### src/rtl/usbep_pkg.sv
package usbep_pkg;
  localparam int DW = 8;

  typedef enum logic [1:0] {
    TOK_OUT   = 2'd0,
    TOK_IN    = 2'd1,
    TOK_SETUP = 2'd2,
    TOK_SPARE = 2'd3
  } tok_kind_e;

  localparam logic [2:0] OFS_BASE = 3'd2;
  localparam logic [2:0] OFS_STAT = 3'd3;
  localparam logic [2:0] OFS_CNT  = 3'd4;

  typedef struct packed {
    logic [1:0] zero_hi;
    logic       ovf;
    logic       setup;
    logic       seq;
    logic       tmo;
    logic       err;
    logic       ack;
  } stat_t;
endpackage

### src/rtl/usbep_pkt_acc.sv
module usbep_pkt_acc
  import usbep_pkg::*;
#(
  parameter int EP_W = 2
) (
  input  logic            clk,
  input  logic            rst_n,
  input  logic            tok_valid,
  input  logic [EP_W-1:0] tok_ep,
  input  logic            tok_set,
  input  tok_kind_e       tok_kind,
  input  logic            byte_stb,
  input  logic            err_crc,
  input  logic            err_pid,
  output logic [EP_W-1:0] cur_ep,
  output logic            cur_set,
  output tok_kind_e       cur_kind,
  output logic [DW:0]     bytes_tot,
  output logic            err_tot
);
  localparam logic [DW:0] CNT_MAX = '1;

  logic [EP_W-1:0] ep_q, ep_d;
  logic            set_q, set_d;
  tok_kind_e       kind_q, kind_d;
  logic [DW:0]     cnt_q, cnt_d;
  logic            err_q, err_d;
  logic            bump;

  assign bump      = byte_stb && (cnt_q != CNT_MAX);
  assign bytes_tot = bump ? cnt_q + 1'b1 : cnt_q;
  assign err_tot   = err_q | err_crc | err_pid;

  always_comb begin
    ep_d   = ep_q;
    set_d  = set_q;
    kind_d = kind_q;
    cnt_d  = bytes_tot;
    err_d  = err_tot;
    if (tok_valid) begin
      ep_d   = tok_ep;
      set_d  = tok_set;
      kind_d = tok_kind;
      cnt_d  = '0;
      err_d  = err_crc | err_pid;
    end
  end

  always_ff @(posedge clk or negedge rst_n) begin
    if (!rst_n) begin
      ep_q   <= '0;
      set_q  <= 1'b0;
      kind_q <= TOK_IN;
      cnt_q  <= '0;
      err_q  <= 1'b0;
    end else begin
      ep_q   <= ep_d;
      set_q  <= set_d;
      kind_q <= kind_d;
      cnt_q  <= cnt_d;
      err_q  <= err_d;
    end
  end

  assign cur_ep   = ep_q;
  assign cur_set  = set_q;
  assign cur_kind = kind_q;
endmodule

### src/rtl/usbep_slot.sv
module usbep_slot
  import usbep_pkg::*;
(
  input  logic          clk,
  input  logic          rst_n,
  input  logic          base_we,
  input  logic [DW-1:0] base_wdata,
  input  logic          commit,
  input  tok_kind_e     kind,
  input  logic [DW:0]   bytes_tot,
  input  logic          err_tot,
  input  logic          data1,
  input  logic          hs_ack,
  output logic [DW-1:0] base_q,
  output stat_t         stat_q,
  output logic [DW-1:0] cnt_q
);
  logic [DW-1:0] base_d, cnt_d, rem;
  stat_t         stat_d;
  logic          over, fits, loads_cnt;

  assign fits      = bytes_tot <= {1'b0, base_q};
  assign over      = (kind == TOK_OUT) && !fits;
  assign rem       = fits ? base_q - bytes_tot[DW-1:0] : '0;
  assign loads_cnt = (kind == TOK_OUT) || (kind == TOK_SETUP);

  always_comb begin
    base_d = base_we ? base_wdata : base_q;
    stat_d = stat_q;
    cnt_d  = cnt_q;
    if (commit) begin
      stat_d.zero_hi = 2'b00;
      stat_d.ovf     = over;
      stat_d.setup   = (kind == TOK_SETUP);
      stat_d.seq     = data1;
      stat_d.tmo     = 1'b0;
      stat_d.err     = err_tot;
      stat_d.ack     = hs_ack && !over;
      if (loads_cnt) cnt_d = rem;
    end
  end

  always_ff @(posedge clk or negedge rst_n) begin
    if (!rst_n) begin
      base_q <= '0;
      stat_q <= '0;
      cnt_q  <= '0;
    end else begin
      base_q <= base_d;
      stat_q <= stat_d;
      cnt_q  <= cnt_d;
    end
  end
endmodule

### src/rtl/usbep_regmux.sv
module usbep_regmux
  import usbep_pkg::*;
#(
  parameter int EP_W   = 2,
  parameter int N_SLOT = 8
) (
  input  logic [7:0]                  reg_addr,
  input  logic                        reg_wr,
  input  logic [N_SLOT-1:0][DW-1:0]   base_arr,
  input  logic [N_SLOT-1:0][DW-1:0]   stat_arr,
  input  logic [N_SLOT-1:0][DW-1:0]   cnt_arr,
  output logic [DW-1:0]               reg_rdata,
  output logic [N_SLOT-1:0]           base_we
);
  localparam int SLOT_W = EP_W + 1;

  logic              in_map;
  logic [SLOT_W-1:0] idx;
  logic [2:0]        ofs;

  assign in_map = (reg_addr >> (EP_W + 4)) == 8'd0;
  assign idx    = {reg_addr[EP_W+3:4], reg_addr[3]};
  assign ofs    = reg_addr[2:0];

  always_comb begin
    reg_rdata = '0;
    base_we   = '0;
    if (in_map) begin
      case (ofs)
        OFS_BASE: begin
          reg_rdata    = base_arr[idx];
          base_we[idx] = reg_wr;
        end
        OFS_STAT: reg_rdata = stat_arr[idx];
        OFS_CNT:  reg_rdata = cnt_arr[idx];
        default:  reg_rdata = '0;
      endcase
    end
  end
endmodule

### src/rtl/usbep_stat_top.sv
module usbep_stat_top
  import usbep_pkg::*;
#(
  parameter int N_EP = 4
) (
  input  logic                     clk,
  input  logic                     rst_n,
  input  logic [7:0]               reg_addr,
  input  logic                     reg_wr,
  input  logic [7:0]               reg_wdata,
  output logic [7:0]               reg_rdata,
  input  logic                     tok_valid,
  input  logic [$clog2(N_EP)-1:0]  tok_ep,
  input  logic                     tok_set,
  input  logic [1:0]               tok_kind,
  input  logic                     byte_stb,
  input  logic                     err_crc,
  input  logic                     err_pid,
  input  logic                     eop,
  input  logic                     hs_ack,
  input  logic                     data1
);
  localparam int EP_W   = $clog2(N_EP);
  localparam int N_SLOT = 2 * N_EP;

  logic [EP_W-1:0]            cur_ep;
  logic                       cur_set;
  tok_kind_e                  cur_kind;
  logic [DW:0]                bytes_tot;
  logic                       err_tot;
  logic [N_SLOT-1:0]          base_we;
  logic [N_SLOT-1:0][DW-1:0]  base_arr;
  logic [N_SLOT-1:0][DW-1:0]  stat_arr;
  logic [N_SLOT-1:0][DW-1:0]  cnt_arr;

  usbep_pkt_acc #(.EP_W(EP_W)) u_acc (
    .clk       (clk),
    .rst_n     (rst_n),
    .tok_valid (tok_valid),
    .tok_ep    (tok_ep),
    .tok_set   (tok_set),
    .tok_kind  (tok_kind_e'(tok_kind)),
    .byte_stb  (byte_stb),
    .err_crc   (err_crc),
    .err_pid   (err_pid),
    .cur_ep    (cur_ep),
    .cur_set   (cur_set),
    .cur_kind  (cur_kind),
    .bytes_tot (bytes_tot),
    .err_tot   (err_tot)
  );

  for (genvar s = 0; s < N_SLOT; s++) begin : g_slot
    stat_t slot_stat;
    logic  hit;
    assign hit = eop && (cur_ep == EP_W'(s / 2)) && (cur_set == s[0]);

    usbep_slot u_slot (
      .clk        (clk),
      .rst_n      (rst_n),
      .base_we    (base_we[s]),
      .base_wdata (reg_wdata),
      .commit     (hit),
      .kind       (cur_kind),
      .bytes_tot  (bytes_tot),
      .err_tot    (err_tot),
      .data1      (data1),
      .hs_ack     (hs_ack),
      .base_q     (base_arr[s]),
      .stat_q     (slot_stat),
      .cnt_q      (cnt_arr[s])
    );
    assign stat_arr[s] = slot_stat;
  end

  usbep_regmux #(.EP_W(EP_W), .N_SLOT(N_SLOT)) u_mux (
    .reg_addr  (reg_addr),
    .reg_wr    (reg_wr),
    .base_arr  (base_arr),
    .stat_arr  (stat_arr),
    .cnt_arr   (cnt_arr),
    .reg_rdata (reg_rdata),
    .base_we   (base_we)
  );
endmodule

### config.mk
export PLATFORM = sky130hd
export DESIGN_NAME = usbep_stat_top
export DESIGN_NICKNAME = d
export VERILOG_FILES = /design/src/rtl/usbep_pkg.sv /design/src/rtl/usbep_pkt_acc.sv /design/src/rtl/usbep_slot.sv /design/src/rtl/usbep_regmux.sv /design/src/rtl/usbep_stat_top.sv
export SDC_FILE = /design/constraint.sdc
export NUM_CORES = 1
export LEC_CHECK = 0
export ABC_AREA = 0
export CORE_MARGIN = 1.5
export CORE_UTILIZATION = 41
export DETAILED_ROUTE_END_ITERATION = 8
export GPL_TIMING_DRIVEN = 0
export PLACE_DENSITY = 0.67
export RECOVER_POWER = 50
export SYNTH_ARGS = -nofsm -noshare
export SYNTH_HDL_FRONTEND = slang
export SYNTH_SLANG_ARGS = --single-unit
### constraint.sdc
create_clock -name clk -period 4 [get_ports clk]
set_input_delay 0.4 -clock clk [delete_from_list [all_inputs] [get_ports clk]]
set_output_delay 0.4 -clock clk [all_outputs]
set_load 0.01 [all_outputs]
==> results.md <==
- Status: finished with violations
- Violated checks: capacitance limit, slew limit
- Most Frequent Cell on Critical Path: and3_1
- Flop2flop setup slack: 100 ps
- Register bit total from synthesis: 183
- Synth Instances: 1251
- Clk_skew: 12.13 ps
- DR pass1 iterations: 6
- Die area: 31720 um2
- Worst Path Buf+Inv: 2
- Grt total ovfl: 0
- Min Tclk post-route: 3896 ps
- PortBufs: 35
- Crit. Startpoint: u_acc.cnt_q[0]
- Final #Nets: 1507
- Worst slew pin tran: 1884 ps
- Share of cells above drive strength 1: 0.1921
- RR Endpoint: g_slot[0].u_slot.cnt_q[2]
- Core area: 29870 um2
- Largest net degree at the start of global routing: 114
- Multi-input logic area: 7760 um2
- Placed insts: 1678
- Starting Density: 0.4207
- Max_cap viols: 1
- Startpoint types: flip-flop
- Ys Warns: 0
- Synth cell types: 79
- Final TNS setup: 0 ps
- Clock Sinks: 183
- Design Area, Final: 14710 um2
- PD cells: 408.7 nW/um2
- Max VDD drop: 0.3627 mV
- CP arrival: 4250 ps
- FILL cells: 2727
- Worst-path clk slew: 80 ps
- # diodes: 0
- Ys async rst share: 1.000
- GP Congestion: 0.9587
- I/O pins: 39
- First-pass GRT wire length: 60.84 mm
- Vias in the first global route: 10100
- Synth area leaders: dfrtp_1 (36%), ha_1 (12%), mux4_2 (6.1%)
- CP Capture Type: flip-flop
- FF-to-FF path depth: 15
- Largest area contributor in the netlist: dfrtp_1
- Row count: 63
- Final hold vios: 0
- Slowest-stage cell, CP: dfrtp_2
- Detail-routed via count per cell: 5.907
- Period utilization: 0.9739
- Worst path required time: 4360 ps
- Cell Area, Synth: 12570 um2
- Pleak: 6.766 nW
- Reg2reg start: u_acc.cnt_q[0]
- # DRC: 0
- DR vias: 10330
- Register area: 4583 um2
- Power Total: 6.012 mW
- Die height: 178.1 um
- CTS tree: yes
- CP peak stage delay: 420 ps
- Number of enable flip-flop cells after synthesis: 0
- Num CTS Buffers: 17
- Slew HR: -0.2557
- Max Freq: 256.7 MHz
- CP top delay family: simple AND/OR/NAND/NOR gates
- Most frequent cell after synthesis: dfrtp_1
- GR Util All Layers: 0.2627
- Critical path depth: 15
- Worst Path Max Fanout: 8
- Die width: 178.1 um
- Initial antenna violation count: 0
- Share of the synthesized area in the top cell type: 0.3623
- CP Class: flip-flop to flip-flop
- Synth cell count leaders: dfrtp_1 (182), nand2_1 (159), ha_1 (122)
- Synthesis-to-finish area growth: 17.04%
- CTS H-tree lvls: 4
- Final wirelength: 40.41 mm
- Hold_sp: tok_valid
- CP Capture Point: g_slot[0].u_slot.cnt_q[2]
- Clock Root Buffer: clkbuf_16
- Syn_nets: 1412
- Avg Cell Area, Syn: 10.05 um2
- Post-synth top flop: dfrtp_1
- Placed Instance Area: 13470 um2
- Non-filler cells, final: 1749
- Clk buf depth: 2
- DRT antenna net count: 0
- Wire length per cell: 23.10 um
- Post-detail-place hpwl: 29.78 mm
- Setup violations, final: 0
- Iteration-0 DRC Markers: 1267
- Sequential area share after synthesis: 0.3644
- Max Slew Vio Count: 71
- Worst-Skew Late Latency: 450 ps
- Tightest Hold Check Type: input port to flip-flop
- Crit-path cells: ha_2, and3_1, and3_1, ha_2, nand2b_4, nor2_4, xnor2_4, clkinvlp_4, buf_4, ha_1, and3_1, nand3_1, o22a_1, a211o_4, o41ai_2
-- layout make-up --
type | count | share of cell area
multi-input cells | 947 | 0.5275
flip-flops and latches | 183 | 0.3115
repair buffers | 76 | 0.04899
well taps | 390 | 0.03317
clock buffers | 17 | 0.02892
inverters | 83 | 0.02296
plain buffers | 38 | 0.01624
clock inverters | 15 | 0.01072
-- cell families after synthesis --
logic type | count (synthesis) | synth area share
buffers and inverters | 121 | 0.04430
and+or+nand+nor | 373 | 0.1480
xor gates and xnor gates | 41 | 0.02857
DFF | 183 | 0.3644
muxes | 104 | 0.1216
AOI/OAI and AO/OA | 299 | 0.1589
adders and majority gates | 130 | 0.1342
-- where the power goes --
| part | internal [mW] | switching (mW) |
|---|---|---|
| sequential | 2.27 | 0.329 |
| combinational | 0.788 | 0.888 |
| clock | 0.887 | 0.854 |
| total | 3.94 | 2.07 |
-- per-layer routing --
| metal | up-vias | global-route usage | share of wire | wire [um] |
|---|---|---|---|---|
| met2 | 531 | 0.3970 | 0.43 | 17450 |
| met5 | - | 0 | 0 | 0 |
| met1 | 5008 | 0.3698 | 0.44 | 17730 |
| li1 | 4670 | - | - | - |
| met3 | 123 | 0.04156 | 0.083 | 3338 |
| met4 | 0 | 0.1187 | 0.047 | 1893 |
-- stage by stage --
stage / utilization / hold slack, ps / worst slack (ps)
global route: 0.4924 / 404.8 / -22.90
floorplan: - / 104.4 / 152.8
detailed placement: 0.4509 / 393.4 / -1608
finish: 0.4924 / 396.0 / 104.2
global placement: 0.4488 / 455.9 / -5167
CTS: 0.4858 / 391.4 / 53.42
-- flip-flops by register name (all words and copies together) (netlist names) --
register	count
g_slot.u_slot.base_q	64
g_slot.u_slot.cnt_q	64
g_slot.u_slot.stat_q	40
u_acc.cnt_q	9
u_acc.cur_ep	2
u_acc.cur_kind	2
u_acc.cur_set	1
u_acc.err_q	1
-- layout by cell type (no fill, tap or decap), types with 15 or more instances in the layout --
cell type,synthesis,layout
nor3_1,15,15
xor2_1,23,19
mux2_2,46,46
nor2_1,66,62
o21ai_0,94,92
nor2b_1,28,25
a22o_1,21,21
a21oi_1,41,39
clkbuf_16,0,17
nand3_1,36,35
nand2_1,159,160
buf_4,7,40
clkdlybuf4s50_1,0,34
inv_1,83,76
ha_1,122,114
mux4_2,34,34
mux2i_1,23,22
a31oi_1,18,18
xnor2_1,18,15
a21o_1,17,17
o31ai_1,38,37
dfrtp_1,182,180
-- worst register-to-register path: stages (launching register included) --
cell	delay, ps
dfrtp_2	420
ha_2	210
and3_1	160
and3_1	180
ha_2	210
nand2b_4	190
nor2_4	240
xnor2_4	200
clkinvlp_4	150
buf_4	160
ha_1	370
and3_1	220
nand3_1	150
o22a_1	260
a211o_4	390
o41ai_2	320
-- timing repair --
| action | CTS | global route |
|---|---|---|
| gates resized for setup | 35 | 27 |
| setup endpoints to repair | 80 | 75 |
| hold buffers | 1 | 0 |
| hold endpoints to repair | 69 | 0 |
| pin swaps | 9 | 14 |
| gates cloned | 0 | 0 |
| buffers inserted | 27 | 11 |
-- how the worst min path moves through the flow --
stage                                 end  slack [ps]  cells after the start
6_report                u_acc.cur_kind[1]         400                      2
5_1_grt                   u_acc.cur_ep[1]         400                      2
4_1_cts                 u_acc.cur_kind[1]         390                      2
3_5_place_dp   g_slot[5].u_slot.stat_q[1]         390                      1
3_3_place_gp    g_slot[2].u_slot.cnt_q[3]         460                      2
2_1_floorplan  g_slot[0].u_slot.base_q[0]         100                      0
Power figures use the tool's default switching activity.
